**config.mk**
```make
export PLATFORM = sky130hd
export DESIGN_NAME = evt_cfg_access
export DESIGN_NICKNAME = d
export VERILOG_FILES = /design/src/rtl/evt_acc_pkg.sv /design/src/rtl/evt_acc_decide.sv /design/src/rtl/evt_type_file.sv /design/src/rtl/evt_cfg_access.sv
export SDC_FILE = /design/constraint.sdc
export NUM_CORES = 1
export LEC_CHECK = 0
export ABC_AREA = 1
export BUFFER_PORTS_ARGS = -buffer_cell sky130_fd_sc_hd__buf_2
export CAP_MARGIN = 20
export CORE_MARGIN = 2
export CORE_UTILIZATION = 45
export CTS_CLUSTER_DIAMETER = 150
export CTS_CLUSTER_SIZE = 10
export DETAILED_ROUTE_END_ITERATION = 16
export PLACE_DENSITY = 0.62
export SYNTH_ARGS = -nofsm -noshare
export SYNTH_HDL_FRONTEND = slang
export SYNTH_SLANG_ARGS = --single-unit
```
**constraint.sdc**
```tcl
create_clock -name clk_i -period 2.3 [get_ports clk_i]
set_input_delay 0.575 -clock clk_i [delete_from_list [all_inputs] [get_ports clk_i]]
set_output_delay 0.575 -clock clk_i [all_outputs]
set_load 0.05 [all_outputs]
```
**src/rtl/evt_acc_pkg.sv**
```systemverilog
package evt_acc_pkg;
  localparam int REG_W = 32;
  localparam int IDX_W = 5;
  localparam logic [5:0] SYN_CLASS = 6'h18;
  localparam logic [REG_W-1:0] KEEP_MASK = 32'hFF00_FFFF;

  typedef enum logic [1:0] {RES_NONE, RES_ACC, RES_UNDEF, RES_TRAP} res_e;

  typedef struct packed {
    res_e       res;
    logic [1:0] tel;
    logic       raz;
  } dec_t;
endpackage

```
**src/rtl/evt_acc_decide.sv**
```systemverilog
module evt_acc_decide
  import evt_acc_pkg::*;
#(
  parameter int NUM_CNT = 31,
  parameter int CNT_W   = 5,
  parameter int HAS_EL3 = 1,
  parameter int HAS_FGT = 1
) (
  input  logic [1:0]       el_i,
  input  logic             wr_i,
  input  logic [IDX_W-1:0] idx_i,
  input  logic [CNT_W-1:0] lim_i,
  input  logic             usr_en_i,
  input  logic             el2_en_i,
  input  logic             tge_i,
  input  logic             e2h_i,
  input  logic             fgt_en_i,
  input  logic             fgt_rd_i,
  input  logic             fgt_wr_i,
  input  logic             tpm2_i,
  input  logic             tpm3_i,
  output dec_t             dec_o
);
  localparam bit P_EL3 = (HAS_EL3 != 0);
  localparam bit P_FGT = (HAS_FGT != 0);
  localparam logic [5:0] NUM_L = 6'(NUM_CNT);

  logic [5:0] idx_x, lim_x;
  logic low_el, lim_on, unimpl, over_lim, fg_hit, fg_skip;

  assign idx_x    = {1'b0, idx_i};
  assign lim_x    = 6'(lim_i);
  assign low_el   = ~el_i[1];
  assign lim_on   = el2_en_i & low_el;
  assign unimpl   = idx_x >= NUM_L;
  assign over_lim = idx_x >= lim_x;
  assign fg_hit   = P_FGT & el2_en_i & (~P_EL3 | fgt_en_i) & (wr_i ? fgt_wr_i : fgt_rd_i);
  assign fg_skip  = (el_i == 2'd0) & e2h_i & tge_i;

  always_comb begin
    dec_o = '{res: RES_ACC, tel: 2'd0, raz: 1'b0};
    if (P_FGT && lim_on && unimpl) begin
      dec_o.res = RES_UNDEF;
    end else if (el_i == 2'd0 && !usr_en_i) begin
      dec_o.res = RES_TRAP;
      dec_o.tel = (el2_en_i && tge_i) ? 2'd2 : 2'd1;
    end else if (low_el && fg_hit && !fg_skip) begin
      dec_o.res = RES_TRAP;
      dec_o.tel = 2'd2;
    end else if (low_el && el2_en_i && tpm2_i) begin
      dec_o.res = RES_TRAP;
      dec_o.tel = 2'd2;
    end else if (el_i != 2'd3 && P_EL3 && tpm3_i) begin
      dec_o.res = RES_TRAP;
      dec_o.tel = 2'd3;
    end else if (P_FGT && lim_on && over_lim) begin
      dec_o.res = RES_TRAP;
      dec_o.tel = 2'd2;
    end else if (unimpl || (lim_on && over_lim)) begin
      dec_o.raz = 1'b1;
    end
  end
endmodule

```
**src/rtl/evt_type_file.sv**
```systemverilog
module evt_type_file
  import evt_acc_pkg::*;
#(
  parameter int NUM_CNT = 31
) (
  input  logic             clk_i,
  input  logic             rst_ni,
  input  logic             we_i,
  input  logic [IDX_W-1:0] idx_i,
  input  logic [REG_W-1:0] wdata_i,
  output logic [REG_W-1:0] rdata_o
);
  logic [REG_W-1:0] mem [NUM_CNT];

  for (genvar g = 0; g < NUM_CNT; g++) begin : g_ent
    always_ff @(posedge clk_i or negedge rst_ni) begin
      if (!rst_ni)                                  mem[g] <= '0;
      else if (we_i && idx_i == IDX_W'(g))          mem[g] <= wdata_i & KEEP_MASK;
    end
  end

  always_comb begin
    rdata_o = '0;
    for (int i = 0; i < NUM_CNT; i++)
      if (idx_i == IDX_W'(i)) rdata_o = mem[i];
  end

  AST_RSVD_ZERO: assert property (@(posedge clk_i) disable iff (!rst_ni)
    (rdata_o & ~KEEP_MASK) == '0);
endmodule

```
**src/rtl/evt_cfg_access.sv**
```systemverilog
module evt_cfg_access
  import evt_acc_pkg::*;
#(
  parameter int NUM_CNT = 31,
  parameter int HAS_EL3 = 1,
  parameter int HAS_FGT = 1,
  localparam int CNT_W  = $clog2(NUM_CNT + 1)
) (
  input  logic             clk_i,
  input  logic             rst_ni,
  input  logic             req_i,
  input  logic             wr_i,
  input  logic [1:0]       el_i,
  input  logic [1:0]       crm_lo_i,
  input  logic [2:0]       op2_i,
  input  logic [REG_W-1:0] wdata_i,
  input  logic             usr_en_i,
  input  logic             el2_en_i,
  input  logic             tge_i,
  input  logic             e2h_i,
  input  logic             fgt_en_i,
  input  logic             fgt_rd_i,
  input  logic             fgt_wr_i,
  input  logic             tpm2_i,
  input  logic             tpm3_i,
  input  logic [CNT_W-1:0] lim_i,
  output logic             acc_o,
  output logic             undef_o,
  output logic             trap_o,
  output logic [1:0]       trap_el_o,
  output logic [5:0]       syn_o,
  output logic [REG_W-1:0] rdata_o
);
  localparam logic [5:0] NUM_L = 6'(NUM_CNT);

  logic [IDX_W-1:0] idx;
  dec_t             dec;
  logic             go, we;
  logic [REG_W-1:0] rf_rdata;

  assign idx = {crm_lo_i, op2_i};

  evt_acc_decide #(
    .NUM_CNT(NUM_CNT), .CNT_W(CNT_W), .HAS_EL3(HAS_EL3), .HAS_FGT(HAS_FGT)
  ) u_decide (
    .el_i(el_i), .wr_i(wr_i), .idx_i(idx), .lim_i(lim_i),
    .usr_en_i(usr_en_i), .el2_en_i(el2_en_i), .tge_i(tge_i), .e2h_i(e2h_i),
    .fgt_en_i(fgt_en_i), .fgt_rd_i(fgt_rd_i), .fgt_wr_i(fgt_wr_i),
    .tpm2_i(tpm2_i), .tpm3_i(tpm3_i), .dec_o(dec)
  );

  assign go = req_i && dec.res == RES_ACC && !dec.raz;
  assign we = go && wr_i;

  evt_type_file #(.NUM_CNT(NUM_CNT)) u_file (
    .clk_i(clk_i), .rst_ni(rst_ni), .we_i(we), .idx_i(idx),
    .wdata_i(wdata_i), .rdata_o(rf_rdata)
  );

  always_ff @(posedge clk_i or negedge rst_ni) begin
    if (!rst_ni) begin
      acc_o     <= 1'b0;
      undef_o   <= 1'b0;
      trap_o    <= 1'b0;
      trap_el_o <= 2'd0;
      rdata_o   <= '0;
    end else begin
      acc_o     <= req_i && dec.res == RES_ACC;
      undef_o   <= req_i && dec.res == RES_UNDEF;
      trap_o    <= req_i && dec.res == RES_TRAP;
      trap_el_o <= (req_i && dec.res == RES_TRAP) ? dec.tel : 2'd0;
      rdata_o   <= (go && !wr_i) ? rf_rdata : '0;
    end
  end

  assign syn_o = trap_o ? SYN_CLASS : 6'd0;

  AST_ONE_HOT: assert property (@(posedge clk_i) disable iff (!rst_ni)
    $onehot0({acc_o, undef_o, trap_o}));
  AST_RESP: assert property (@(posedge clk_i) disable iff (!rst_ni)
    req_i |=> (acc_o || undef_o || trap_o));
  AST_QUIET: assert property (@(posedge clk_i) disable iff (!rst_ni)
    !req_i |=> !(acc_o || undef_o || trap_o));
  AST_TRAP_CODE: assert property (@(posedge clk_i) disable iff (!rst_ni)
    trap_o |-> (syn_o == 6'h18 && trap_el_o != 2'd0));
  AST_NO_LEVEL: assert property (@(posedge clk_i) disable iff (!rst_ni)
    !trap_o |-> trap_el_o == 2'd0);
  AST_USR_OFF: assert property (@(posedge clk_i) disable iff (!rst_ni)
    (req_i && el_i == 2'd0 && !usr_en_i) |=> (undef_o || (trap_o && trap_el_o != 2'd3)));
  AST_TOP_GO: assert property (@(posedge clk_i) disable iff (!rst_ni)
    (req_i && el_i == 2'd3) |=> acc_o);
  AST_EL2_ONLY3: assert property (@(posedge clk_i) disable iff (!rst_ni)
    (req_i && el_i == 2'd2) |=> (!trap_o || trap_el_o == 2'd3));
  AST_RAZ: assert property (@(posedge clk_i) disable iff (!rst_ni)
    (acc_o && {1'b0, $past(crm_lo_i), $past(op2_i)} >= NUM_L) |-> rdata_o == '0);
endmodule

```
# ---- Word-level counts from Yosys, hierarchy flattened
# Index checks and enable logic that the tools add are counted.
dict set report classes {
  order_cmp 2
  eq_ne 34
  mux 49
  bitwise_logic 6
  reduce_logical 53
}
# cell n
set ops {}
lappend ops {{$mux 32} 32}
lappend ops {{$eq 5x5->1 const B} 15}
lappend ops {{$logic_and 1x1->1} 46}
lappend ops {{$eq 5x4->1 const B} 8}
lappend ops {{$eq 5x3->1 const B} 4}
lappend ops {{$mux 4} 5}
lappend ops {{$eq 5x2->1 const B} 2}
lappend ops {{$mux 1} 7}
lappend ops {{$mux 2} 3}
lappend ops {{$and 1x1->1} 5}
lappend ops {{$eq 5x1->1 const B} 1}
lappend ops {{$ge 5x5->1} 1}
lappend ops {{$ge 5x5->1 const B} 1}
lappend ops {{$logic_not 5->1} 1}
lappend ops {{$mux 5} 1}
lappend ops {{$eq 2x2->1 const B} 2}
lappend ops {{$logic_not 1->1} 4}
lappend ops {{$mux 3} 1}
lappend ops {{$eq 2x1->1 const B} 1}
lappend ops {{$logic_not 2->1} 1}
lappend ops {{$ne 2x2->1 const B} 1}
lappend ops {{$logic_or 1x1->1} 1}
lappend ops {{$not 1->1} 1}
dict set report word_totals {
  register_bits 781
  input_bits 57
  out_inout_bits 43
  word_cells 180
}

# ---- Depth between registers and ports, before layout
# Gate-level depths: netlist of run 1.
dict set report depth {
  ltp_word 33
  depth_mapped 25
  ltp_nobuf 24
}

# ---- Modules after synthesis
# A second synthesis of run 1 with hierarchy kept.
dict set report unflattened {
  hier_cells 4194
  area_unflattened_um2 34300.4
}
# mod n_inst cells_each area_each_um2 seq_area_each_um2
set by_module_without_submodules {}
lappend by_module_without_submodules {evt_type_file 1 4007 32610.0 18617.9}
lappend by_module_without_submodules {evt_cfg_access 1 126 1357.6 925.9}
lappend by_module_without_submodules {evt_acc_decide 1 61 332.8 0.0}

# ---- Least setup slack after synthesis of run 1
# OpenSTA, ideal clock, no wires.
dict set report synth_timing {
  path_kind {input to register}
  startpoint {input port op2_i[0]}
  endpoint {register u_file.mem[184] in the netlist's numbering}
  setup_time_ns 0.133
  arrival_ns 2.517
  t_required_ns 2.167
  slack_ns -0.350
  stages 19
  n_path_buf 3
  cell_sequence {inv_2 > ha_1 > inv_1 > nand2_1 > a21oi_1 > o21bai_1 > a21oi_1 > nor2_1 > o21ai_1 > nand2_1 > nor2_1 > nand2_1 > nor2_2 > buf_4 > nand2_1 > buf_2 > buf_1 > nand2_1 > o21ai_0}
}
dict set report synth_between {
  elab_chain_len 14
  elab_cells_between_ends 25
  classes_between {2 x order compare; 2 x eq/ne; 13 x mux; 8 x reduce/logical}
}
# item line
set synth_lines {}
lappend synth_lines {{start, declared} evt_cfg_access.sv:15} ;# input logic [2:0] op2_i,
lappend synth_lines {{$ge 5x5->1} evt_acc_decide.sv:36} ;# assign over_lim = idx_x >= lim_x;
lappend synth_lines {{$logic_and 1x1->1} {evt_acc_decide.sv:56, evt_acc_decide.sv:59}}
lappend synth_lines {{$logic_or 1x1->1} evt_acc_decide.sv:59} ;# end else if (unimpl || (lim_on && over_lim)) begin
lappend synth_lines {{$mux 1} evt_acc_decide.sv:59}
lappend synth_lines {{$mux 1} evt_acc_decide.sv:56} ;# end else if (P_FGT && lim_on && over_lim) begin
lappend synth_lines {{$mux 1} evt_acc_decide.sv:53} ;# end else if (el_i != 2'd3 && P_EL3 && tpm3_i) begin
lappend synth_lines {{$mux 1} evt_acc_decide.sv:50} ;# end else if (low_el && el2_en_i && tpm2_i) begin
lappend synth_lines {{$mux 1} evt_acc_decide.sv:47} ;# end else if (low_el && fg_hit && !fg_skip) begin
lappend synth_lines {{$mux 1} evt_acc_decide.sv:44} ;# end else if (el_i == 2'd0 && !usr_en_i) begin
lappend synth_lines {{$mux 3} evt_acc_decide.sv:42} ;# if (P_FGT && lim_on && unimpl) begin
lappend synth_lines {{$logic_not 1->1} evt_cfg_access.sv:52} ;# assign go = req_i && dec.res == RES_ACC && !dec.raz;
lappend synth_lines {{$logic_and 1x1->1} evt_cfg_access.sv:52}
lappend synth_lines {{$logic_and 1x1->1} evt_cfg_access.sv:53} ;# assign we = go && wr_i;
lappend synth_lines {{$logic_and 1x1->1 (*)} evt_type_file.sv:18} ;# else if (we_i && idx_i == IDX_W'(g)) mem[g] <= wdata_i & KEEP_MASK;
lappend synth_lines {{end signal, assigned by index} evt_type_file.sv:18}
lappend synth_lines {{end, declared} evt_type_file.sv:13} ;# logic [REG_W-1:0] mem [NUM_CNT];
# Mark *: on every way between the ends. The rest lies on a longest branch, timed or not.
# A chain may end at the register's enable or synchronous reset.

# ---- Worst setup path in the final report of run 1
dict set report layout_timing {
  startpoint {input port op2_i[0]}
  endpoint {register u_file.mem[409] in the netlist's numbering}
}
# The elaborated chain is that of the path after synthesis.

==> results of run 1 <==
-- cell usage after synthesis (3+ instances only) --
master	count	area, um2
nor2_1	284	1066
nand4_1	164	1026
a21oi_1	43	215.2
nand2_1	1456	5465
o21ai_0	737	3689
clkinv_1	3	11.26
clkbuf_1	195	732.0
inv_1	248	930.9
or2_0	7	43.79
inv_2	10	37.54
nand3_1	50	250.2
dfrtp_1	773	19340
o21ai_1	24	120.1
ha_1	5	62.56
or2_2	47	294.0
buf_2	65	325.3
nor2_2	10	62.56
buf_4	22	165.2
buf_1	37	138.9
-- sequential cells by signal (all words and copies together), names as in the netlist --
register	flops
trap_el_o	2
u_file.mem	744
rdata_o	24
undef_o	1
trap_o	1
acc_o	1
-- power by group through the flow --
stage	registers, mW	logic, mW	clock network [mW]
6_report	15.4	3.21	12.3
3_5_place_dp	15.4	2.59	0
4_1_cts	15.2	2.83	12.4
5_1_grt	15.5	3.54	12.9
2_1_floorplan	15.3	1.40	0
3_3_place_gp	15.4	2.52	0
-- area by class of cell --
class / count / share of cell area, %
clock buffers: 87 / 4.747
flip-flops and latches: 773 / 42.17
well taps: 969 / 2.643
repair buffers: 569 / 15.16
inverters: 261 / 2.196
multi-input cells: 2844 / 32.77
clock inverters: 8 / 0.3137
-- per-stage QoR --
step | cells | power [mW]
floorplan | 4198 | 16.72
global placement | 5268 | 17.95
detailed placement | 5268 | 18.03
CTS | 5438 | 30.46
global route | 5511 | 31.93
finish | 5511 | 30.88
-- logic make-up (layout without fill, tap and decap cells) --
kind of cell,Yosys count,count (layout),synth area share [%]
adders and majority gates,5,5,0.1838
AOI/OAI and AO/OA,805,805,11.85
and+or+nand+nor,2022,2022,24.21
buffers and inverters,581,925,6.912
DFF,773,773,56.84
other,1,12,0.01102
-- what timing repair did --
item                                    in CTS  in global routing
endpoints found under the hold margin       11                  0
buffers inserted                            44                 29
pin swaps                                   96                 81
hold buffers                                 1                  0
gates resized for setup                    417                673
endpoints found under the setup margin     768                768
gates cloned                                35                 61
-- worst min-delay path, stage by stage --
cell and delay (ns):
buf_2 0.11, inv_1 0.04, nor2_1 0.03
-- layer usage --
metal	GRT usage, %	share of wire [%]	up-vias
li1	-	-	14060
met1	38.97	40	15400
met2	47.25	47	1538
met3	4.100	8.3	383
met4	9.746	4.6	0
met5	0	0	-
-- worst max-delay path by stage --
stage                     cells after the start         endpoint             from
after floorplan                              19   u_file.mem[89]         op2_i[0]
after global placement                       24      rdata_o[11]         op2_i[0]
after detailed placement                     24      rdata_o[11]         op2_i[0]
after CTS                                    20      rdata_o[13]  u_file.mem[973]
after global routing                         26  u_file.mem[398]         op2_i[0]
final                                        26  u_file.mem[409]         op2_i[0]
-- cells in the final DEF, fill, tap and decap left out, types with 139 or more instances in the layout --
master / n
o21ai_1: 154
dfrtp_1: 773
clkbuf_16: 139
nor2_1: 232
inv_1: 241
o21ai_0: 444
nand4_1: 164
o21ai_2: 162
buf_4: 268
nand2_1: 1180
==> impl_metrics.toml, run 1 <==
[route]
ant_nets = 0
wl_per_cell_um = 22.65
drtIter0Drc = 3478
wl_um = 124800
routed_via_density = 5.693
drc = 0
dr.pass1.iters = 7
via_count = 31370

[worst_setup_path]
r2r-end = "rdata_o[13]"
r2r_start = "u_file.mem[973]"
path_buf_inv = 12
worst_path_largest_cell_delay_ns = 0.22
r2r_slack_ns = -0.61
critPathKind = "in2reg"
endpoint_kind = "flop"
crit_slowest_cell = "ha_4"
worstPathRequired_ns = 2.81
cp.arrival_ns = 3.52
cp_max_fo = 5
r2r_cells = 20
cp-start-kind = "primary input"
path_common_cell = "buf_12"
critical-path-top-delay-family = "buffers and inverters"

[synthesis]
yosysWarnings = 0
synth_edf_count = 0
async_flop_share_pct = 100.0
postSynthAreaPerCell_um2 = 8.128
ys_seq_area_share_pct = 56.84
synth.distinct_cells = 26
syn-instance-count = 4187
ys_ff_latch = 773
synth_area_mm2 = 0.03403
synthFlopType = "dfrtp_1"

[grt]
grt_overflow = 0
grt_pass1_wl_um = 172200
antenna_found_initial = 2
grt_usage_pct = 28.66
grt_pass1_vias = 28890
grt_max_degree = 106

[sta]
min_period_ns = 3.004
finClkSkew_ns = 0.03606
fin_hold_ws_ns = 0.1487
fmax_mhz = 332.9
finalSetupViolations = 768
slew_headroom_pct = 55.15
setup_slack_ns = -0.7043
slew_viol_final = 0
min_period_over_period_pct = 130.6
rsz0062_at_grt = "yes"
setup-tns-final_ns = -386.14
worstMarginPinSlew_ns = 0.6727
hold_violations = 0

[cells_and_area]
fin_util_pct = 61.40
drive_above_1_share_pct = 27.68
seqCellArea_mm2 = 0.01934
fin_nets = 4598
fillerInstances = 6121
antenna_cells = 0
multiInputGateArea_mm2 = 0.01503
area_growth_pct = 34.77
design_area_mm2 = 0.04587

[power]
swShare_pct = 26.74
vdd_drop_max_v = 0.0005983
p_int_mw = 22.62
p_seq_share_pct = 49.8
clkPwrFrac_pct = 39.8
switching_power_mw = 8.255
power_leakage_nw = 21.36
comb_power_share_pct = 10.4
powerDensity_mw_per_mm2 = 673.2

[floorplanning]
die_height_um = 279
initial_utilization_pct = 45.56
core_area_mm2 = 0.07470
die_w_um = 279
io_pins = 100
dieArea_mm2 = 0.07784
rows = 100

[clock_tree]
cts_tree = "built"
clock-sinks = 773
insertion_delay_ns = 0.66
clk_pin_slew_ns = 0.06
cts_buffers = 87
root_buffer = "clkbuf_16"
htreeDepth = 3
clock_path_buffers = 3

[place]
hpwl_um = 68610
place_area_mm2 = 0.03785
io_buffers = 79
gp_congestion = 0.8782
dp_slack_ns = -1.512

[worst_hold_path]
hold_path_end = "undef_o"
worstHoldPathCells = 3
holdCritPathClass = "in2reg"
min_from = "req_i"

[run_status]
violations = "negative setup slack"
outcome = "finished, violations left"

[run]
maxCapViolations = 0
(Power assumes the default switching activity.)
==> run 2: changes to the inputs <==
--- a/config.mk
+++ b/config.mk
@@ -17,3 +17,4 @@
 export SYNTH_ARGS = -nofsm -noshare
 export SYNTH_HDL_FRONTEND = slang
 export SYNTH_SLANG_ARGS = --single-unit
+export TNS_END_PERCENT = 20
==> run 2 against run 1 <==
The run still ends with negative setup slack left. Fmax increased by 9.9%. Non-clock buffer count decreased by 22. Highest routed layer is now met5. Total power about the same. Sequential power about the same. Count of clock-buffer cells in the layout unchanged. Cell count decreased by 0.36%.
==> impl_metrics.toml, run 2 (synthesized netlist as in run 1, its figures left out) <==
[sta]
fin_hold_ws_ns = 0.1585
slew_viol_final = 0
finalSetupViolations = 768
fmax_mhz = 365.9
rsz0062_at_grt = "yes"
hold_violations = 0
setup-tns-final_ns = -152.04
min_period_over_period_pct = 118.8
slew_headroom_pct = 58.08
min_period_ns = 2.733
worstMarginPinSlew_ns = 0.6265
finClkSkew_ns = 0.04353
setup_slack_ns = -0.4329

[route]
via_count = 31020
routed_via_density = 5.650
wl_um = 123400
ant_nets = 0
wl_per_cell_um = 22.48
wl_met2_um = 55420
dr.pass1.iters = 6
wl_met3_um = 11150
wl_met1_um = 52470
dr.max_layer_used = "met5"
drtIter0Drc = 3597
drc = 0

[grt]
grt_pass1_vias = 29130
grt_pass1_wl_um = 175800
antenna_found_initial = 1
grt_overflow = 0
grt_max_degree = 80
grt_usage_pct = 29.47

[run_status]
outcome = "finished, violations left"
violations = "negative setup slack"

[clock_tree]
cts_tree = "built"
clk_pin_slew_ns = 0.06
root_buffer = "clkbuf_16"
htreeDepth = 3
insertion_delay_ns = 0.67
clock_path_buffers = 3
clock-sinks = 773
cts_buffers = 87

[power]
power_leakage_nw = 21.23
p_int_mw = 22.63
switching_power_mw = 8.277
powerDensity_mw_per_mm2 = 679.4
swShare_pct = 26.78
p_seq_share_pct = 49.7
vdd_drop_max_v = 0.0005822
comb_power_share_pct = 10.2
power_mw = 30.91
clkPwrFrac_pct = 40.2

[floorplanning]
core_area_mm2 = 0.07470
rows = 100
initial_utilization_pct = 45.56
die_height_um = 279
die_w_um = 279
dieArea_mm2 = 0.07784
io_pins = 100

[worst_setup_path]
endpoint_kind = "flop"
cp_max_fo = 5
worstPathRequired_ns = 2.87
critPathKind = "in2reg"
cp.arrival_ns = 3.30
cp-start-kind = "primary input"

[place]
placed_cells = 5253
gp_congestion = 0.8693
io_buffers = 79
hpwl_um = 68050

[cells_and_area]
fin_nets = 4577
final_cell_mix = "1201 x nand2_1, 773 x dfrtp_1, 492 x o21ai_0, 251 x buf_4, 239 x inv_1"
area_growth_pct = 33.67
reg_top3 = "u_file.mem: 744 flops, rdata_o: 24 flops, trap_el_o: 2 flops"
regMostFlops = "u_file.mem"
fin_util_pct = 60.90
largest_reg_flops = 744
fillerInstances = 6162
layout.cells.non_filler = 5491
layout_commonest_cell = "nand2_1"
drive_above_1_share_pct = 26.26

[worst_hold_path]
holdCritPathClass = "in2reg"

[run]
maxCapViolations = 0
==> run 2: changes by cell type in the layout (fill, tap and decap cells not counted), moves of 17 or more <==
cell	change
nand2_4	-25
o21ai_2	-36
clkbuf_16	-18
nand2_1	+21
buf_4	-17
o21ai_0	+48
==> run 2: power groups by stage <==
stage / registers (mW) / clock network (mW) / logic, mW
detailed placement: 15.4 / 0 / 2.58
finish: 15.3 / 12.4 / 3.14
global placement: 15.4 / 0 / 2.51
floorplan: 15.3 / 0 / 1.40
global route: 15.4 / 13.1 / 3.47
CTS: 15.2 / 12.5 / 2.82
==> run 2: layout make-up <==
type                            count  area [um2]  area share (%)
Antenna cell                        1       2.502        0.005501
Timing Repair Buffer              547        6828           15.01
Tap cell                          969        1212           2.665
Inverter                          261        1025           2.253
Clock inverter                      8       195.2          0.4291
Multi-Input combinational cell   2845       14710           32.33
Sequential cell                   773       19340           42.52
Clock buffer                       87        2177           4.786
==> run 2: per-stage QoR <==
stage	instance area [um2]	worst slack (ns)
floorplan	34350	-0.2531
global placement	37820	-1.303
detailed placement	37820	-1.319
CTS	42890	-0.4020
global route	45490	-0.5747
finish	45490	-0.4329
==> run 2: critical path, stage by stage <==
cell and delay (ns):
buf_12 0.12, nor2_4 0.07, nand2_2 0.09, nor2_4 0.06, buf_6 0.11, buf_6 0.13
nand2_4 0.06, nand3_4 0.07, nor2_4 0.15, nand4_1 0.17, nor2_2 0.16, nand4_1 0.11
nor2_2 0.16, nand4_1 0.15, nor2_2 0.16, nand4_1 0.10, nand2_1 0.11, nand4_1 0.09
nor2_1 0.14, nand4_1 0.11, nand2_2 0.15, nand3_2 0.11, nand2_2 0.10, inv_2 0.03
==> run 2: final timing paths <==
check / from / end / slack [ns] / cells past startpoint
hold reg to reg: u_file.mem[271] / u_file.mem[271] / 0.48 / 2
hold / removal: req_i / undef_o / 0.16 / 3
setup reg to reg: u_file.mem[991] / rdata_o[31] / -0.38 / 18
setup / recovery: op2_i[0] / rdata_o[31] / -0.43 / 24
max in group asynchronous: rst_ni / rdata_o[29] / 1.02 / 4
min in group asynchronous: rst_ni / u_file.mem[550] / 0.42 / 2
==> run 2: what timing repair did <==
action | in CTS | in global routing
endpoints found under the setup margin | 768 | 768
resized for setup | 443 | 536
hold endpoints to repair | 26 | 0
hold buffers | 1 | 0
setup buffers | 35 | 29
cloned | 49 | 40
pin swaps | 40 | 111
==> run 2: routing by layer <==
layer / global-route usage, % / up-vias
li1: - / 14020
met1: 42.13 / 15250
met2: 44.90 / 1463
met3: 6.794 / 281
met4: 8.657 / 2
met5: 0 / -
